`src/rtl/sdio_slave_pkg.sv`:
```
package sdio_slave_pkg;

    localparam int BYTE_W = 8;
    localparam int CNT_W  = $clog2(BYTE_W);

    typedef logic [BYTE_W-1:0] byte_t;
    typedef logic [CNT_W-1:0]  bidx_t;

    localparam byte_t OP_ADDR   = 8'h05;
    localparam byte_t OP_WDATA  = 8'h06;
    localparam byte_t OP_RDATA  = 8'h07;
    localparam byte_t OP_STATUS = 8'h08;

    localparam bidx_t LAST_BIT = bidx_t'(BYTE_W - 1);

    typedef enum logic [2:0] {
        ST_IDLE,
        ST_CMD,
        ST_RX,
        ST_TX,
        ST_HOLD
    } state_e;

    typedef struct packed {
        logic lead;
        logic trail;
    } clk_ev_t;

    // Bit that goes on the wire in slot idx for the chosen order.
    function automatic logic pick_bit(byte_t b, bidx_t idx, logic lsb_first);
        bidx_t rev;
        rev = LAST_BIT - idx;
        return lsb_first ? b[idx] : b[rev];
    endfunction

    // Accumulate one received bit into a partial byte.
    function automatic byte_t shift_in(byte_t b, logic bit_in, logic lsb_first);
        return lsb_first ? {bit_in, b[BYTE_W-1:1]} : {b[BYTE_W-2:0], bit_in};
    endfunction

endpackage

```
`src/rtl/sdio_sync.sv`:
```
module sdio_sync #(
    parameter int               WIDTH   = 3,
    parameter int               STAGES  = 2,
    parameter logic [WIDTH-1:0] RST_VAL = '0
) (
    input  logic             clk,
    input  logic             rst,
    input  logic [WIDTH-1:0] d,
    output logic [WIDTH-1:0] q
);
    logic [WIDTH-1:0] chain [STAGES];

    for (genvar i = 0; i < STAGES; i++) begin : g_stage
        if (i == 0) begin : g_first
            always_ff @(posedge clk) begin
                if (rst) chain[i] <= RST_VAL;
                else     chain[i] <= d;
            end
        end else begin : g_next
            always_ff @(posedge clk) begin
                if (rst) chain[i] <= RST_VAL;
                else     chain[i] <= chain[i-1];
            end
        end
    end

    assign q = chain[STAGES-1];
endmodule

```
`src/rtl/sdio_edge.sv`:
```
module sdio_edge
    import sdio_slave_pkg::*;
(
    input  logic    clk,
    input  logic    rst,
    input  logic    sclk_s,
    input  logic    cpol,
    output clk_ev_t ev
);
    logic sclk_q;

    always_ff @(posedge clk) begin
        if (rst) sclk_q <= 1'b0;
        else     sclk_q <= sclk_s;
    end

    // Leading edge leaves the idle level, trailing edge returns to it.
    assign ev.lead  = (sclk_q == cpol) && (sclk_s != cpol);
    assign ev.trail = (sclk_q != cpol) && (sclk_s == cpol);
endmodule

```
`src/rtl/sdio_store.sv`:
```
module sdio_store #(
    parameter int ADDR_W = 8,
    parameter int DATA_W = 8
) (
    input  logic              clk,
    input  logic              rst,
    input  logic              we,
    input  logic [ADDR_W-1:0] addr,
    input  logic [DATA_W-1:0] wdata,
    output logic [DATA_W-1:0] rdata
);
    localparam int DEPTH = 1 << ADDR_W;

    logic [DATA_W-1:0] cells [DEPTH];

    always_ff @(posedge clk) begin
        if (rst) begin
            for (int i = 0; i < DEPTH; i++) cells[i] <= '0;
        end else if (we) begin
            cells[addr] <= wdata;
        end
    end

    assign rdata = cells[addr];
endmodule

```
`src/rtl/sdio_cmd_slave.sv`:
```
module sdio_cmd_slave
    import sdio_slave_pkg::*;
#(
    parameter int ADDR_W      = 8,
    parameter int SYNC_STAGES = 2
) (
    input  logic       clk,
    input  logic       rst,
    input  logic       cfg_cpol,
    input  logic       cfg_lsb_first,
    input  logic       buf_ready,
    input  logic [1:0] usb_state,
    input  logic       sel_n,
    input  logic       sclk,
    input  logic       sdio_in,
    output logic       sdio_out,
    output logic       sdio_oe
);
    localparam int PAD_W = BYTE_W - 2;

    logic    sel_s, sclk_s, din_s;
    clk_ev_t ev;
    logic    lead, trail;

    state_e            state;
    bidx_t             cnt;
    byte_t             shreg, sh_next, op;
    byte_t             tx;
    logic              tx_bit, drive;
    logic [ADDR_W-1:0] addr;
    logic              last, mem_we;
    byte_t             rdata;

    sdio_sync #(
        .WIDTH  (3),
        .STAGES (SYNC_STAGES),
        .RST_VAL(3'b100)
    ) u_sync (
        .clk(clk),
        .rst(rst),
        .d  ({sel_n, sclk, sdio_in}),
        .q  ({sel_s, sclk_s, din_s})
    );

    sdio_edge u_edge (
        .clk   (clk),
        .rst   (rst),
        .sclk_s(sclk_s),
        .cpol  (cfg_cpol),
        .ev    (ev)
    );

    assign lead  = ev.lead;
    assign trail = ev.trail;

    sdio_store #(
        .ADDR_W(ADDR_W),
        .DATA_W(BYTE_W)
    ) u_store (
        .clk  (clk),
        .rst  (rst),
        .we   (mem_we),
        .addr (addr),
        .wdata(sh_next),
        .rdata(rdata)
    );

    assign sh_next = shift_in(shreg, din_s, cfg_lsb_first);
    assign last    = (cnt == LAST_BIT);
    assign mem_we  = !sel_s && (state == ST_RX) && trail && last && (op == OP_WDATA);

    always_ff @(posedge clk) begin
        if (rst) begin
            state  <= ST_IDLE;
            cnt    <= '0;
            shreg  <= '0;
            op     <= '0;
            addr   <= '0;
            tx     <= '0;
            tx_bit <= 1'b0;
            drive  <= 1'b0;
        end else if (sel_s) begin
            // Deselect, including mid-byte abort: drop partial bits.
            state <= ST_IDLE;
            cnt   <= '0;
            drive <= 1'b0;
        end else begin
            unique case (state)
                ST_IDLE: begin
                    state <= ST_CMD;
                    cnt   <= '0;
                    shreg <= '0;
                end
                ST_CMD: begin
                    if (trail) begin
                        shreg <= sh_next;
                        cnt   <= cnt + 1'b1;
                        if (last) begin
                            op  <= sh_next;
                            cnt <= '0;
                            if (sh_next == OP_ADDR || sh_next == OP_WDATA) begin
                                state <= ST_RX;
                            end else if (sh_next == OP_RDATA) begin
                                tx    <= rdata;
                                state <= ST_TX;
                            end else if (sh_next == OP_STATUS) begin
                                tx    <= {{PAD_W{1'b0}}, usb_state};
                                state <= ST_TX;
                            end else begin
                                state <= ST_HOLD;
                            end
                        end
                    end
                end
                ST_RX: begin
                    if (trail) begin
                        shreg <= sh_next;
                        cnt   <= cnt + 1'b1;
                        if (last) begin
                            if (op == OP_ADDR) addr <= sh_next[ADDR_W-1:0];
                            state <= ST_HOLD;
                        end
                    end
                end
                ST_TX: begin
                    if (lead) begin
                        tx_bit <= pick_bit(tx, cnt, cfg_lsb_first);
                        drive  <= 1'b1;
                    end
                    if (trail) begin
                        cnt <= cnt + 1'b1;
                        if (last) begin
                            drive <= 1'b0;
                            state <= ST_HOLD;
                        end
                    end
                end
                default: begin
                    state <= ST_HOLD;
                end
            endcase
        end
    end

    assign sdio_oe  = (state == ST_IDLE) || drive;
    assign sdio_out = (state == ST_IDLE) ? buf_ready : tx_bit;
endmodule

```
`config.mk`:
```
export PLATFORM = sky130hd
export DESIGN_NAME = sdio_cmd_slave
export DESIGN_NICKNAME = d
export VERILOG_FILES = /design/src/rtl/sdio_slave_pkg.sv /design/src/rtl/sdio_sync.sv /design/src/rtl/sdio_edge.sv /design/src/rtl/sdio_store.sv /design/src/rtl/sdio_cmd_slave.sv
export SDC_FILE = /design/constraint.sdc
export NUM_CORES = 2
export LEC_CHECK = 0
export ABC_AREA = 1
export BUFFER_PORTS_ARGS = -buffer_cell sky130_fd_sc_hd__buf_2
export CAP_MARGIN = 20
export CORE_MARGIN = 3
export CORE_UTILIZATION = 50
export CTS_CLUSTER_DIAMETER = 60
export CTS_CLUSTER_SIZE = 16
export DETAILED_ROUTE_END_ITERATION = 10
export PLACE_DENSITY = 0.65
export SYNTH_ARGS = -nofsm -noshare
export SYNTH_HDL_FRONTEND = slang
export SYNTH_SLANG_ARGS = --single-unit
```
`constraint.sdc`:
```
create_clock -name clk -period 3.7 [get_ports clk]
set_clock_uncertainty 0.1 [all_clocks]
set_input_delay 0.185 -clock clk [delete_from_list [all_inputs] [get_ports clk]]
set_output_delay 0.185 -clock clk [all_outputs]
set_load 0.02 [all_outputs]
```
==> run_results.csv <==
group,metric,value,unit
routing,met2WireLength,129,mm
critical_path,crit_path_frequent_cell,"inv_2",
logic_synthesis,dominantRegCellSynth,"edfxtp_1",
logic_synthesis,post-synth-top-area-cell,"edfxtp_1",
logic_synthesis,post_synth_inst_count,9798,
logic_synthesis,ff_latch_count_synth,2103,
routing,drtPass1Iterations,7,
min_path,holdCritStartpoint,"usb_state[1]",
clock_network,cts-buffers-inserted,162,
floorplan,height_of_the_die,441,µm
cells_and_area,fin_nets,9510,
outcome,outcome,"completed",
min_path,holdCritPathClass,"primary input to register",
logic_synthesis,synth_edf_count,2048,
critical_path,critPathCaptureType,"register",
logic_synthesis,yosysSeqAreaShare,0.660,
sta,min_period,3480,ps
floorplan,start_util,0.504,
routing,route.final.wire_length,279,mm
critical_path,crit_path_max_fo,9,
place,numPortBuffers,11,
global_route,grt_max_degree,188,
critical_path,critPathArrivalTime,3880,ps
logic_synthesis,synthTopCellsByArea,"edfxtp_1 65%, nand3_1 11%, nand2_1 9.9%",
routing,dr_vias,71100,
sta,finalHoldViolCount,0,
logic_synthesis,mappedNetlistArea,94800,µm²
floorplan,die_area,195000,µm²
run,max_cap_viol_count,0,
routing,ant_nets,0,
sta,final.period_utilization,0.942,
critical_path,worstSetupStartpoint,"state[1]$_SDFFE_PP0P_",
global_route,number_of_antenna_violations_at_the_first_check_in_global_routing,6,
clock_network,cts_max_level,4,
logic_synthesis,synthesis.area_per_instance,9.67,µm²
clock_network,cts-root-to-sink-buffers,3,
logic_synthesis,asyncSetResetFlopFracSynth,0,
floorplan,row_count,159,
critical_path,worstSetupEndpoint,"u_store.cells[109][3]$_SDFFCE_PN0P_",
routing,violation_count_after_the_first_detailed_route_iteration,9870,
critical_path,regToRegSetupSlack,220,ps
sta,timing.final.max_slew_violations,0,
floorplan,io_pins,12,
global_route,grt_remaining_overflow,0,
place,gp_routability_congestion,0.939,
sta,tightestPinTransition,1150,ps
critical_path,timing.critical_path.from_type,"register",
sta,tns_setup,0,ps
cells_and_area,layoutNonFillerInstCount,12100,
place,detailedPlacementHpwl,165,mm
clock_network,clk_root_buffer_cell,"clkbuf_16",
global_route,global_route_wire_length_before_repair,414,mm
routing,uppermost_layer_routed,"met4",
logic_synthesis,ys_warn_count,0,
critical_path,reg2reg_depth,15,
critical_path,critPathKind,"register to register",
routing,vias_per_cell,5.89,
place,placed_cell_area,98000,µm²
floorplan,die_width,441,µm
routing,routed_met3_length,29.9,mm
critical_path,cp_data_required_time,4090,ps
critical_path,cp_cell_sequence,"inv_2 -> nor2_1 -> inv_2 -> nor2_1 -> inv_2 -> nor3_1 -> nand3_1 -> nor2_1 -> nand2_2 -> inv_2 -> nand3_2 -> nor2_4 -> buf_4 -> nand2_1 -> nand2_1",
critical_path,critical-path-slowest-cell,"dfxtp_1",
cells_and_area,layout-area-overhead-vs-synth,8.79,%
routing,wl_met1,110,mm
logic_synthesis,synth_commonest_cells,"2500 x nand2_1, 2098 x nor2_1, 2053 x nand3_1",
cells_and_area,util_after_layout,0.548,
logic_synthesis,ys_types,31,
cells_and_area,finalInstanceArea,103000,µm²
routing,detail_route.drc_violations,0,
place,placed_cells_incl_taps,11800,
critical_path,timing.rr.end,"u_store.cells[109][3]$_SDFFCE_PN0P_",
routing,wl_per_cell,23.1,µm
global_route,grt_pass1_vias,67500,
logic_synthesis,synth_most_common_cell,"nand2_1",
power_and_ir_drop,power_density,456,nW/µm²
clock_network,worstSkewPairLatency,830,ps
clock_network,worst_setup_hold_path_clk_slew,70,ps
cells_and_area,final_layout_size_suffix_gt1_frac,0.0671,
global_route,grt_util_all_layers,0.283,
clock_network,cts.sink_count,2103,
logic_synthesis,syn_nets,9810,
power_and_ir_drop,worst_ir_drop_vdd,0.523,mV
floorplan,floorplan.core_area,188000,µm²
logic_synthesis,synth_top_area_frac,0.649,
critical_path,reg2reg_from,"state[1]$_SDFFE_PP0P_",
sta,number_of_setup_violations_in_the_final_report,0,
critical_path,critPathMaxStageDelay,400,ps
sta,setup_repair_after_global_routing_missed_its_margin,"no",
sta,achievable-frequency,287,MHz
sta,worst_slew_margin_rel,0.235,
power_and_ir_drop,p_leak,36.9,nW
clock_network,cts_tree,"yes",
## worst max-delay path, delay by kind of cell (launching register included)
kind / cells / cell delay [ps]
AND/OR/NAND/NOR: 10 / 1930
flip-flops: 1 / 400
buffers and inverters: 5 / 700
## registers in the layout (all words and copies together), names as in the netlist, named ones only
name,flops
shreg,8
state,3
addr,8
u_store.cells,2048
tx_bit,1
drive,1
u_edge.sclk_q,1
tx,8
op,8
u_sync.chain,6
cnt,3
## timing repair
action / 4_1_cts / 5_1_grt
endpoints found under the hold margin: 60 / 0
buffers inserted: 0 / 3
setup endpoints to repair: 0 / 25
hold buffers: 15 / 0
gates resized for setup: 0 / 2
## per-stage QoR
stage / power (mW) / hold WS, ps / worst slack [ps]
2_1_floorplan: 29.3 / 189 / 1080
3_3_place_gp: 30.2 / 270 / 51.1
3_5_place_dp: 30.3 / 270 / 199
4_1_cts: 47.1 / 165 / 164
5_1_grt: 48.3 / 241 / 5.89
6_report: 47.0 / 247 / 216
## worst min path at each step
stage                     slack, ps  cells after the start                            end
after detailed placement        270                      2  u_sync.chain[0][2]$_SDFF_PP1_
after global routing            240                      4             tx[1]$_SDFFE_PP0P_
after floorplan                 190                      1  u_sync.chain[0][2]$_SDFF_PP1_
after CTS                       160                      4             tx[1]$_SDFFE_PP0P_
final                           250                      4             tx[1]$_SDFFE_PP0P_
after global placement          270                      2  u_sync.chain[0][2]$_SDFF_PP1_
## power by group
part	switching, mW	internal [mW]	total (mW)	leakage [nW]
clock	8.42	8.83	17.3	2.37
sequential	0.349	27.2	27.5	19.9
combinational	1.84	0.418	2.26	14.7
## layer usage
layer / GRT usage / up-vias
met5: 0 / -
met3: 0.0531 / 491
met1: 0.394 / 34300
li1: - / 32500
met2: 0.443 / 3794
met4: 0.109 / 0
## cells by family (layout without fill, tap and decap cells)
family / Yosys count / count (layout) / synth area share
AND/OR/NAND/NOR: 6794 / 6794 / 0.301
flip-flops: 2103 / 2103 / 0.660
buffers and inverters: 810 / 590 / 0.0330
AO/OA/AOI/OAI: 87 / 87 / 0.00525
adder cells (fa/ha/maj): 2 / 2 / 0.000264
XOR/XNOR: 2 / 2 / 0.000185
other: 0 / 5 / 0
## layout by cell type, fill, tap and decap left out, types with 8 or more instances in the layout
cell           Yosys  layout
buf_4              6     185
o21ai_4            0       8
buf_2             14      11
bufinv_16          0       9
a211oi_1          18      18
nor2_1          2098    2090
nor2_4             4      12
a21oi_1           36      36
buf_12             0      68
dlygate4sd3_1      0      15
nand3_1         2053    2053
o21ai_0           17      17
inv_1             56      53
clkbuf_1         611      22
nand2_2          112     114
inv_6              0      11
nand2_1         2500    2498
clkbuf_16          0     166
dfxtp_1           55      50
clkinv_1           3      14
nor2_2             9       9
edfxtp_1        2048    2048
## area by class of cell
cell class	count	area [µm²]
well taps	2495	3120
inverters	66	280
diodes	5	12.5
fillers	16500	85100
clock buffers	188	4240
flip-flops and latches	2103	62600
multi-input cells	6885	29200
clock inverters	56	648
repair buffers	280	2980
No activity file was read; power rests on OpenSTA's default activity.
